===== config.mk =====
export PLATFORM = sky130hd
export DESIGN_NAME = spi_chain_slave
export DESIGN_NICKNAME = d
export VERILOG_FILES = /design/src/rtl/spi_chain_pkg.sv /design/src/rtl/spi_sync.sv /design/src/rtl/spi_chain_frame.sv /design/src/rtl/spi_chain_regs.sv /design/src/rtl/spi_chain_slave.sv
export SDC_FILE = /design/constraint.sdc
export NUM_CORES = 1
export LEC_CHECK = 0
export BUFFER_PORTS_ARGS = -buffer_cell sky130_fd_sc_hd__buf_2
export CAP_MARGIN = 40
export CORE_MARGIN = 10
export CORE_UTILIZATION = 45
export DETAILED_ROUTE_END_ITERATION = 8
export GPL_ROUTABILITY_DRIVEN = 0
export PLACE_DENSITY = 0.73
export SYNTH_ARGS = -nofsm -noshare
export SYNTH_HDL_FRONTEND = slang
export SYNTH_SLANG_ARGS = --single-unit

===== constraint.sdc =====
create_clock -name clk_i -period 3.1 [get_ports clk_i]
set_input_delay 0.62 -clock clk_i [delete_from_list [all_inputs] [get_ports clk_i]]
set_output_delay 0.62 -clock clk_i [all_outputs]
set_load 0.01 [all_outputs]

===== src/rtl/spi_chain_pkg.sv =====
package spi_chain_pkg;
  typedef enum logic [1:0] {
    BYTE_CTRL = 2'd0,
    BYTE_ADDR = 2'd1,
    BYTE_DATA = 2'd2
  } byte_e;

  localparam int unsigned BIT_BCAST     = 7;
  localparam int unsigned BIT_READ      = 6;
  localparam int unsigned BITS_PER_BYTE = 8;
  localparam logic [7:0]  ADDR_STATUS   = 8'h00;
  localparam int unsigned ADDR_CFG_BASE = 1;

  typedef struct packed {
    logic       we;
    logic [7:0] addr;
    logic [7:0] data;
  } wr_req_t;
endpackage


===== src/rtl/spi_sync.sv =====
module spi_sync #(
  parameter int unsigned W      = 3,
  parameter int unsigned STAGES = 2,
  parameter logic [W-1:0] RST_VAL = '0
) (
  input  logic         clk_i,
  input  logic         rst_ni,
  input  logic [W-1:0] d_i,
  output logic [W-1:0] q_o
);
  logic [W-1:0] pipe_q [STAGES];

  for (genvar s = 0; s < STAGES; s++) begin : g_stage
    always_ff @(posedge clk_i or negedge rst_ni) begin
      if (!rst_ni)     pipe_q[s] <= RST_VAL;
      else if (s == 0) pipe_q[s] <= d_i;
      else             pipe_q[s] <= pipe_q[(s == 0) ? 0 : s-1];
    end
  end

  assign q_o = pipe_q[STAGES-1];
endmodule


===== src/rtl/spi_chain_frame.sv =====
module spi_chain_frame
  import spi_chain_pkg::*;
(
  input  logic       clk_i,
  input  logic       rst_ni,
  input  logic       sclk_s_i,
  input  logic       nss_s_i,
  input  logic       mosi_s_i,
  input  logic       mosi_raw_i,
  input  logic [7:0] rd_data_i,
  output logic [7:0] rd_addr_o,
  output wr_req_t    wr_o,
  output logic       thru_o,
  output logic       miso_o,
  output logic       miso_oe_o,
  output byte_e      byte_idx_o,
  output logic       sclk_rise_o,
  output logic       nss_rise_o
);
  localparam logic [3:0] CNT_FULL = 4'(BITS_PER_BYTE);
  localparam logic [3:0] CNT_OVER = 4'(BITS_PER_BYTE + 1);

  logic       sclk_d, nss_d;
  logic       sclk_rise, sclk_fall, nss_rise, nss_fall;
  byte_e      byte_q;
  logic [3:0] cnt_q;
  logic [7:0] sh_q, addr_q, tx_q;
  logic       bcast_q, read_q, sel_q, borrow_q;
  logic       cid_win;

  assign sclk_rise = sclk_s_i & ~sclk_d;
  assign sclk_fall = ~sclk_s_i & sclk_d;
  assign nss_rise  = nss_s_i & ~nss_d;
  assign nss_fall  = ~nss_s_i & nss_d;

  // chain-ID bits are control bits 3:0, i.e. the 5th..8th bit on the wire
  assign cid_win = (byte_q == BYTE_CTRL) & ~nss_s_i & (cnt_q[3:2] == 2'b01);

  always_ff @(posedge clk_i or negedge rst_ni) begin
    if (!rst_ni) begin
      sclk_d   <= 1'b0;
      nss_d    <= 1'b1;
      byte_q   <= BYTE_CTRL;
      cnt_q    <= '0;
      sh_q     <= '0;
      addr_q   <= '0;
      tx_q     <= '0;
      bcast_q  <= 1'b0;
      read_q   <= 1'b0;
      sel_q    <= 1'b0;
      borrow_q <= 1'b1;
    end else begin
      sclk_d <= sclk_s_i;
      nss_d  <= nss_s_i;
      if (nss_fall) begin
        cnt_q    <= '0;
        borrow_q <= 1'b1;
      end
      if (sclk_rise && !nss_s_i) begin
        sh_q <= {sh_q[6:0], mosi_s_i};
        if (cnt_q != CNT_OVER) cnt_q <= cnt_q + 4'd1;
        if (cid_win) borrow_q <= borrow_q & ~mosi_s_i;
      end
      if (sclk_fall && !nss_s_i && byte_q == BYTE_DATA && cnt_q != '0)
        tx_q <= {tx_q[6:0], 1'b0};
      if (nss_rise) begin
        if (cnt_q == CNT_FULL) begin
          unique case (byte_q)
            BYTE_CTRL: begin
              bcast_q <= sh_q[BIT_BCAST];
              read_q  <= sh_q[BIT_READ];
              sel_q   <= (sh_q[3:0] == 4'd0);
              byte_q  <= BYTE_ADDR;
            end
            BYTE_ADDR: begin
              addr_q <= sh_q;
              tx_q   <= rd_data_i;
              byte_q <= BYTE_DATA;
            end
            default: byte_q <= BYTE_CTRL;
          endcase
        end else begin
          byte_q <= BYTE_CTRL;
        end
      end
      // resync wins over any advance in the same cycle
      if (sclk_rise && nss_s_i) begin
        byte_q <= BYTE_CTRL;
        cnt_q  <= '0;
      end
    end
  end

  assign rd_addr_o  = sh_q;
  assign wr_o.we    = nss_rise & (cnt_q == CNT_FULL) & (byte_q == BYTE_DATA)
                    & ~read_q & (bcast_q | sel_q);
  assign wr_o.addr  = addr_q;
  assign wr_o.data  = sh_q;
  assign thru_o     = mosi_raw_i ^ (cid_win & borrow_q);
  assign miso_o     = tx_q[7];
  assign miso_oe_o  = (byte_q == BYTE_DATA) & ~nss_s_i & read_q & sel_q;
  assign byte_idx_o = byte_q;
  assign sclk_rise_o = sclk_rise;
  assign nss_rise_o  = nss_rise;
endmodule


===== src/rtl/spi_chain_regs.sv =====
module spi_chain_regs
  import spi_chain_pkg::*;
#(
  parameter int unsigned NUM_CH = 8
) (
  input  logic                 clk_i,
  input  logic                 rst_ni,
  input  wr_req_t              wr_i,
  input  logic [7:0]           rd_addr_i,
  input  logic [NUM_CH-1:0]    status_i,
  output logic [7:0]           rd_data_o,
  output logic [2*NUM_CH-1:0]  mode_o,
  output logic [2*NUM_CH-1:0]  dly_o,
  output logic [NUM_CH/2-1:0]  hit_o
);
  localparam int unsigned FREGS = (2 * NUM_CH) / 8;
  localparam int unsigned NREGS = 2 * FREGS;

  logic [7:0] cfg_q [NREGS];
  logic [7:0] status_ext;

  for (genvar k = 0; k < NREGS; k++) begin : g_reg
    localparam logic [7:0] REG_ADDR = 8'(ADDR_CFG_BASE + k);
    assign hit_o[k] = wr_i.we && (wr_i.addr == REG_ADDR);
    always_ff @(posedge clk_i or negedge rst_ni) begin
      if (!rst_ni)       cfg_q[k] <= '0;
      else if (hit_o[k]) cfg_q[k] <= wr_i.data;
    end
  end

  for (genvar k = 0; k < FREGS; k++) begin : g_out
    assign mode_o[8*k +: 8] = cfg_q[k];
    assign dly_o[8*k +: 8]  = cfg_q[FREGS + k];
  end

  always_comb begin
    status_ext = '0;
    status_ext[NUM_CH-1:0] = status_i;
    rd_data_o = '0;
    if (rd_addr_i == ADDR_STATUS) rd_data_o = status_ext;
    for (int unsigned k = 0; k < NREGS; k++)
      if (rd_addr_i == 8'(ADDR_CFG_BASE + k)) rd_data_o = cfg_q[k];
  end
endmodule


===== src/rtl/spi_chain_slave.sv =====
module spi_chain_slave
  import spi_chain_pkg::*;
#(
  parameter int unsigned NUM_CH      = 8,
  parameter int unsigned SYNC_STAGES = 2
) (
  input  logic                clk_i,
  input  logic                rst_ni,
  input  logic                sclk_i,
  input  logic                nss_i,
  input  logic                mosi_i,
  input  logic [NUM_CH-1:0]   status_i,
  output logic                thru_o,
  output logic                miso_o,
  output logic                miso_oe_o,
  output logic [2*NUM_CH-1:0] mode_o,
  output logic [2*NUM_CH-1:0] dly_o
);
  localparam int unsigned NREGS = NUM_CH / 2;

  logic [2:0]       pins_s;
  logic             sclk_s, nss_s, mosi_s;
  logic [7:0]       rd_addr, rd_data;
  wr_req_t          wr_req;
  byte_e            byte_idx;
  logic             sclk_rise, nss_rise;
  logic [NREGS-1:0] wr_hit;

  spi_sync #(.W(3), .STAGES(SYNC_STAGES), .RST_VAL(3'b010)) u_sync (
    .clk_i  (clk_i),
    .rst_ni (rst_ni),
    .d_i    ({sclk_i, nss_i, mosi_i}),
    .q_o    (pins_s)
  );
  assign {sclk_s, nss_s, mosi_s} = pins_s;

  spi_chain_frame u_frame (
    .clk_i       (clk_i),
    .rst_ni      (rst_ni),
    .sclk_s_i    (sclk_s),
    .nss_s_i     (nss_s),
    .mosi_s_i    (mosi_s),
    .mosi_raw_i  (mosi_i),
    .rd_data_i   (rd_data),
    .rd_addr_o   (rd_addr),
    .wr_o        (wr_req),
    .thru_o      (thru_o),
    .miso_o      (miso_o),
    .miso_oe_o   (miso_oe_o),
    .byte_idx_o  (byte_idx),
    .sclk_rise_o (sclk_rise),
    .nss_rise_o  (nss_rise)
  );

  spi_chain_regs #(.NUM_CH(NUM_CH)) u_regs (
    .clk_i     (clk_i),
    .rst_ni    (rst_ni),
    .wr_i      (wr_req),
    .rd_addr_i (rd_addr),
    .status_i  (status_i),
    .rd_data_o (rd_data),
    .mode_o    (mode_o),
    .dly_o     (dly_o),
    .hit_o     (wr_hit)
  );
endmodule


==> impl_metrics.ini, run 1 <==
[status]
status = finished clean

[die]
core_region_area_um2 = 7610
fp.dieH_um = 108
initial_core_util_pct = 45.7
row_count = 32
io_pins = 48
die_area_um2 = 11600
fp.dieW_um = 108

[worst_setup_path]
worstPathMaxFanout = 8
worstSetupPathType = flop to flop
rrSetupSlack_ps = 580
cp.arrival_ps = 2760
start_kind = flop
critical_path_required_ps = 3340
crit_path_end_kind = flop

[grt]
track_usage_pct = 13.9
grt_pass1_wl_um = 12900
antenna_found_initial = 0
grt_start_max_net_pins = 45
grt_pass1_vias = 2447
overflow = 0

[clocking]
cts_resized = 0
clock_latency_ps = 350
cts_setup_buffers = 0
clkTransAtPathRegs_ps = 80
cts_inserted_buffers = 9
cts_tree = yes
holdBufCountCts = 0
clock_sinks = 74
clock_path_buffers = 2
htree_levels = 3
clock-root-buffer = clkbuf_8

[yosys]
ys_ff_latch = 74
syn_area_per_cell_um2 = 12.5
synth_commonest_cells = 70 x dfrtp_1, 36 x nand2_1, 35 x mux2_2
synth.distinct_cells = 47
synth_top_family_by_area = multiplexers
synth_top_area_share_pct = 50.4
netlist_area_um2 = 3480
yosys.area.top_type = dfrtp_1
synthXorXnorAreaFrac_pct = 0.252
synth_most_common_cell = dfrtp_1
synthFlopType = dfrtp_1
synth-edff-count = 0
yosysWarnings = 0
synth-adder-area-share_pct = 1.08
netlist_instances = 279
synthSimpleGateAreaFrac_pct = 14.2
synthMuxAreaShare_pct = 21.6
yosys-top-cells-area = dfrtp_1 50%, mux2_2 11%, mux4_2 4.5%
async_reset_ff_share_pct = 100
synth_compound_area_share_pct = 6.01
ys_seq_area_share_pct = 53.4
syn_nets = 295

[cells_and_area]
utilization_pct = 52.8
ff_latch_area_um2 = 1860
layout.nets = 344
multi_input_area_um2 = 1500
area_delta_synth_final_pct = 15.6
antenna_cells = 0
fillerInstances = 687
drive_gt1_share_pct = 40.8

[route]
wl_met1_um = 3480
top_layer = met4
wirelength_um = 7770
vias = 2376
drtIter0Drc = 139
ant_nets = 0
viasPerCell = 5.46
drt-pass1-iter-count = 4
drc_errors = 0
routedWlPerCell_um = 17.9
met2_length_um = 3710
wl_met3_um = 479

[sta]
fin_crit_ps = 2520
slew_viol_final = 0
min_period_over_period_pct = 81.3
finalSetupViolations = 0
rsz0062_at_grt = false
setup_tns_ps = 0
fmax_mhz = 397
slew_headroom_pct = 50.8
worstMarginPinSlew_ps = 739
finClkSkew_ps = 9.06
final_hold_viol_count = 0

[pwr]
power_density_nw_per_um2 = 574
finalPower_uw = 2310
peakVddDrop_v = 0.000481
p_int_uw = 1640
p_seq_share_pct = 51.5
p_switching_uw = 672
power_leakage_uw = 0.00200
combPwrFrac_pct = 12.2
p_clk_share_pct = 36.4
switching_share_pct = 29.1

[placed_design]
dpl.hpwl_um = 5420
numPortBuffers = 47

[run]
drv_cap = 0

[worst_hold_path]
worstHoldPathType = input pin to asynchronous set/reset pin
cell type report:
type,instances,share of cell area [%]
flip-flops and latches,74,46.2
multi-input cells,186,37.4
repair buffers,53,7.28
well taps,102,3.17
clock buffers,9,3.08
clock inverters,7,2.52
inverters,4,0.373
worst max-delay path, stage by stage (launching register included):
cell and delay, ps:
dfrtp_1 390, or4_4 540, or4b_4 540, nor4_4 540, mux2_2 410
layout by cell type, fill, tap and decap left out, types with 2 or more instances in the layout:
cell       instances
dfrtp_1           70
buf_2             47
nand2_1           36
mux2_2            35
a21oi_1           15
clkbuf_8           9
or2_2              8
mux2i_1            8
mux2_4             8
nor2_1             7
mux4_2             7
a22oi_1            7
nand2b_1           6
nor3_1             5
nor4_1             5
buf_4              5
inv_1              4
o21ai_0            4
dfstp_2            4
or4_1              3
ha_1               3
nor3b_1            2
nand3b_1           2
nor2b_1            2
nand3_1            2
nand4b_1           2
nand4_1            2
bufinv_16          2
logic make-up after synthesis:
group | after synthesis
AND/OR/NAND/NOR | 90
flip-flops | 74
multiplexers | 58
AO/OA/AOI/OAI | 34
buffers and inverters | 19
adder cells (fa/ha/maj) | 3
XOR/XNOR | 1
through the flow:
stage | setup slack, ps | cells | area [um2] | hold slack, ps
2_1_floorplan | 764 | 279 | 3480 | 324
3_3_place_gp | 626 | 419 | 3790 | 334
3_5_place_dp | 553 | 419 | 3790 | 338
4_1_cts | 553 | 435 | 4020 | 333
5_1_grt | 371 | 435 | 4020 | 341
6_report | 580 | 435 | 4020 | 322
worst paths after layout:
check	startpoint	end	cells after the start
max	u_frame.addr_q[3]	u_regs.mode_o[11]	4
min	rst_ni	u_frame.tx_q[3]	1
max reg2reg	u_frame.addr_q[3]	u_regs.mode_o[11]	4
min reg2reg	u_sync.pipe_q[3]	u_sync.q_o[0]	0
max in group asynchronous	rst_ni	u_frame.nss_d	2
min in group clk_i	u_sync.pipe_q[3]	u_sync.q_o[0]	0
registers in the layout, summed over array words and instances (netlist names):
name,flops
u_regs.dly_o,16
u_regs.mode_o,16
u_frame.addr_q,8
u_frame.rd_addr_o,8
u_frame.tx_q,8
u_frame.cnt_q,4
u_sync.pipe_q,3
u_sync.q_o,3
u_frame.byte_idx_o,2
u_frame.bcast_q,1
u_frame.borrow_q,1
u_frame.nss_d,1
u_frame.read_q,1
u_frame.sclk_d,1
u_frame.sel_q,1
power groups by stage:
stage | sequential, uW | clock (uW) | combinational (uW)
floorplan | 1080 | 0 | 301
global placement | 1200 | 0 | 276
detailed placement | 1200 | 0 | 283
CTS | 1180 | 858 | 284
global route | 1200 | 904 | 316
finish | 1190 | 840 | 281
metal layers:
metal | vias to the layer above | global-route usage, %
met5 | - | 0
met4 | 0 | 4.01
met3 | 7 | 4.79
met2 | 68 | 21.4
met1 | 1198 | 18.2
li1 | 1103 | -
Power figures use the tool's default switching activity.
==> run 2: changes to the inputs <==
- ABC_AREA: default -> 1
- clock period: 3.1 -> 2.5 ns (I/O delays scaled with it)
==> run 2 against run 1 <==
  * Utilization rose by 1.2 points
  * Hold slack got worse by 160 ps
  * First-iteration DRC count rose by 78%
  * Critical path depth rose by 2
  * Total power rose by 25%
  * Register-to-register slack improved by 180 ps
  * Die area fell by 2.9%
  * Setup slack got worse by 120 ps
  * Synthesized area fell by 3.6%
  * Sequential cell count did not move
  * Largest power group unchanged
==> impl_metrics.ini, run 2 <==
[status]
status = finished clean

[yosys]
yosys.area.top_type = dfrtp_1
yosys-top-cells-area = dfrtp_1 52%, nand2_1 10%, nand3_1 6.0%
synth_most_common_cell = nand2_1
synth-edff-count = 0
synthFlopType = dfrtp_1
yosysWarnings = 0
ys_ff_latch = 74
synth.distinct_cells = 29
netlist_area_um2 = 3350
async_reset_ff_share_pct = 100
syn_nets = 403
syn_area_per_cell_um2 = 8.66
ys_seq_area_share_pct = 55.4
netlist_instances = 387
synth_commonest_cells = 89 x nand2_1, 70 x dfrtp_1, 40 x nand3_1
synth_top_area_share_pct = 52.2

[worst_setup_path]
critical_path_required_ps = 2000
worst_path_most_repeated_cell = inv_1
rr_startpoint = u_frame.rd_addr_o[5]
startpoint = u_sync.q_o[1]
start_kind = flop
crit_chain = inv_1 > nand4_1 > inv_1 > nand2_1 > xnor2_1 > buf_2
cpPeakStageDelay_ps = 600
slowest_stage = dfstp_2
worstSetupPathType = flop to output pin
cp.arrival_ps = 1540
crit_path_end_kind = output pin
worstPathMaxFanout = 6

[cells_and_area]
final_cell_count_no_fill = 540
drive_gt1_share_pct = 19.5
layout_commonest_cell = nand2_1
antenna_cells = 0
final_cell_mix = 89 x nand2_1, 70 x dfrtp_1, 47 x buf_2
layout.nets = 452
utilization_pct = 54.0
area_delta_synth_final_pct = 16.9

[sta]
slew_headroom_pct = 53.5
slew_viol_final = 0
min_period_over_period_pct = 81.8
finalSetupViolations = 0
fmax_mhz = 489
fin_crit_ps = 2040
finClkSkew_ps = 13.5
setup_tns_ps = 0
rsz0062_at_grt = false
final_hold_viol_count = 0
worstMarginPinSlew_ps = 696

[die]
core_region_area_um2 = 7250
fp.dieH_um = 106
fp.dieW_um = 106
row_count = 31
die_area_um2 = 11300
io_pins = 48
initial_core_util_pct = 46.2

[grt]
grt_start_max_net_pins = 75
grt_pass1_wl_um = 13900
overflow = 0
track_usage_pct = 15.3
antenna_found_initial = 0
grt_pass1_vias = 2724

[route]
drtIter0Drc = 247
viasPerCell = 5.24
vias = 2832
ant_nets = 0
drc_errors = 0
wirelength_um = 8400
routedWlPerCell_um = 15.6
drt-pass1-iter-count = 5

[clocking]
clkTransAtPathRegs_ps = 70
clock-root-buffer = clkbuf_8
cts_setup_buffers = 0
clock_latency_ps = 360
cts_resized = 0
htree_levels = 3
holdBufCountCts = 0
cts_tree = yes
clock_path_buffers = 2
clock_sinks = 74
cts_inserted_buffers = 9

[pwr]
power_density_nw_per_um2 = 734
finalPower_uw = 2880
peakVddDrop_v = 0.000533
power_leakage_uw = 0.00190

[placed_design]
numPortBuffers = 47
dp_cells = 524
dpl.hpwl_um = 6060

[worst_hold_path]
worstHoldPathType = input pin to asynchronous set/reset pin

[run]
drv_cap = 0
[run 2: cell count changes in the layout (fill, tap and decap cells not counted), moves of 7 or more]
cell     before  now
inv_1         4   27
mux2_2       35    0
mux2_4        8    0
mux2i_1       8    0
mux4_2        7    0
nand2_1      36   89
nand3_1       2   40
nand4_1       2    9
nor2_1        7   31
o21ai_0       4   26
o21ai_1       0   34
or2_2         8    0
[run 2: final cells by class]
type,count,area (um2)
clock buffer,12,155
clock inverter,4,73.8
fill,656,3330
inverter,31,116
multi-input combinational,270,1320
sequential,74,1860
tap,99,124
timing repair buffer,50,270
[run 2: power breakdown]
part / leakage [uW] / switching, uW / internal, uW / total [uW]
registers: 0.000960 / 60.5 / 1270 / 1330
logic: 0.000822 / 367 / 123 / 490
clock network: 0.000117 / 437 / 617 / 1050
total: 0.00190 / 865 / 2010 / 2880
[run 2: through the flow]
stage | hold slack, ps | setup slack [ps] | area, um2
detailed placement | 345 | 790 | 3690
floorplan | 204 | 1000 | 3350
CTS | 185 | 432 | 3920
global route | 193 | 332 | 3920
finish | 166 | 456 | 3920
global placement | 335 | 807 | 3690
[run 2: cell families (layout without fill, tap and decap cells)]
family	Yosys count	count (layout)	synth area share [%]
compound gates	75	75	11.5
xor+xnor	3	3	0.784
fa+ha+maj	3	3	1.12
buf+inv	43	97	5.19
flops	74	74	55.4
simple gates	189	189	26.1
[run 2: layer usage]
| metal | wire [um] | global-route usage (%) | vias up |
|---|---|---|---|
| met4 | 134 | 5.80 | 0 |
| li1 | - | - | 1385 |
| met3 | 416 | 3.99 | 16 |
| met1 | 3880 | 20.1 | 1362 |
| met5 | 0 | 0 | - |
| met2 | 3970 | 23.9 | 69 |
[run 2: worst paths after layout]
kind                                    endpoint  slack [ps]  cells past startpoint
min in group clk_i              u_sync.pipe_q[4]         240                      1
worst min-delay path            u_frame.cnt_q[0]         170                      2
max in group asynchronous          u_frame.nss_d        2020                      2
worst min register to register     u_sync.q_o[0]         360                      0
worst max register to register   u_frame.tx_q[1]         760                      8
worst max-delay path                      thru_o         460                      6
[run 2: critical path, delay by kind of cell, from the launching register on]
kind | cells | cell delay, ps
buffers and inverters | 3 | 260
DFF | 1 | 600
xor gates and xnor gates | 1 | 110
and+or+nand+nor | 2 | 210
==> run 3: changes to the inputs <==
- clock period: 2.5 -> 2.1 ns (I/O delays scaled with it)
==> run 3 against run 2 <==
  * Non-clock buffer count up 1
  * Hold slack worse by 10 ps
  * Via count down 0.28%
  * Count of clock-buffer cells in the layout down 1
  * Setup slack worse by 310 ps
  * Critical path type unchanged
  * Critical endpoint unchanged
  * Largest power group unchanged
==> impl_metrics.ini, run 3 (synthesis gave the netlist of run 2 again) <==
[route]
wirelength_um = 8330
drc_errors = 0
viasPerCell = 5.22
routedWlPerCell_um = 15.4
vias = 2824
drtIter0Drc = 197
ant_nets = 0
drt-pass1-iter-count = 5

[cells_and_area]
fillerInstances = 671
area_delta_synth_final_pct = 16.6
layout.nets = 453
multi_input_area_um2 = 1320
drive_gt1_share_pct = 19.7
layout_commonest_cell = nand2_1
utilization_pct = 53.9
ff_latch_area_um2 = 1860
antenna_cells = 0
final_cell_mix = 89 x nand2_1, 70 x dfrtp_1, 47 x buf_2

[clocking]
cts_tree = yes
clock-root-buffer = clkbuf_8
clock_sinks = 74
htree_levels = 3
cts_inserted_buffers = 9
clock_path_buffers = 2
clkTransAtPathRegs_ps = 70
clock_latency_ps = 360

[worst_setup_path]
rrSetupSlack_ps = 340
worstPathMaxFanout = 6
r2r_end = u_frame.tx_q[5]
critPathTopFamily = flip-flops
worstSetupPathType = flop to output pin
cp.arrival_ps = 1540
critical_path_required_ps = 1680
rr_worst_depth = 7
worst_path_most_repeated_cell = inv_1
slowest_stage = dfstp_2
cpPeakStageDelay_ps = 600
cp.buffers_inverters = 3
rr_startpoint = u_frame.cnt_q[0]
crit_chain = inv_1 > nand4_1 > inv_1 > nand2_1 > xnor2_1 > buf_2
crit_path_end_kind = output pin
start_kind = flop

[sta]
final_hold_viol_count = 0
finalSetupViolations = 0
min_period_over_period_pct = 93.2
rsz0062_at_grt = false
worstMarginPinSlew_ps = 514
slew_headroom_pct = 65.6
fmax_mhz = 511
setup_ws_ps = 143
finClkSkew_ps = 15.3
slew_viol_final = 0
fin_crit_ps = 1960
hold_slack_ps = 156
setup_tns_ps = 0

[run]
drv_cap = 0

[worst_hold_path]
worstHoldStart = nss_i
worstHoldPathType = input pin to flop
hold_path_end = u_sync.pipe_q[4]
holdPathStages = 1

[die]
row_count = 31
core_region_area_um2 = 7250
fp.dieW_um = 106
initial_core_util_pct = 46.2
die_area_um2 = 11300
fp.dieH_um = 106
io_pins = 48

[pwr]
power_leakage_uw = 0.00189
power_density_nw_per_um2 = 852
peakVddDrop_v = 0.000637

[grt]
grt_pass1_vias = 2684
antenna_found_initial = 0
grt_start_max_net_pins = 71
overflow = 0
grt_pass1_wl_um = 14000
track_usage_pct = 15.5

[status]
status = finished clean

[placed_design]
dpl.hpwl_um = 5890
numPortBuffers = 47
preCtsSetupSlack_ps = 336
[run 3: changes by cell type in the layout (fill, tap and decap cells not counted), sizes merged]
cell         delta
bufinv          -1
clkbuf          -1
clkinvlp        +1
dlygate4sd3     +1
inv             +1
[run 3: layer usage]
layer,global-route usage (%),wire (um)
met3,4.05,641
met2,23.5,3770
met4,6.09,170
met5,0,0
met1,20.7,3750
[run 3: worst max-delay path by stage]
| stage | cells past startpoint | start | endpoint | slack [ps] |
|---|---|---|---|---|
| after floorplan | 8 | u_frame.cnt_q[0] | u_regs.dly_o[14] | 620 |
| after global placement | 7 | u_frame.cnt_q[0] | u_frame.tx_q[7] | 400 |
| after detailed placement | 7 | u_frame.cnt_q[0] | u_frame.tx_q[5] | 340 |
| after CTS | 6 | u_sync.q_o[1] | thru_o | 120 |
| after global routing | 6 | u_sync.q_o[1] | thru_o | 20 |
| final | 6 | u_sync.q_o[1] | thru_o | 140 |
[run 3: area by class of cell]
cell class / count / area share [%]
Clock buffer: 11 / 3.87
Clock inverter: 5 / 1.54
Inverter: 31 / 2.98
Multi-Input combinational cell: 270 / 33.8
Sequential cell: 74 / 47.5
Tap cell: 99 / 3.17
Timing Repair Buffer: 51 / 7.17
[run 3: stage by stage]
| stage | std cells | instance area, um2 | power [uW] |
|---|---|---|---|
| finish | 541 | 3910 | 3330 |
| global route | 541 | 3910 | 3500 |
| CTS | 541 | 3910 | 3350 |
| detailed placement | 524 | 3690 | 2190 |
| global placement | 524 | 3690 | 2170 |
| floorplan | 387 | 3350 | 2000 |
[run 3: power by group]
group / switching [uW] / internal, uW
logic: 435 / 148
clock network: 551 / 617
registers: 69.4 / 1510
[run 3: repair_timing]
item	in CTS	in global routing
setup buffers	0	0
endpoints found under the setup margin	0	0
hold endpoints to repair	2	0
hold buffers	1	0
resized for setup	0	0
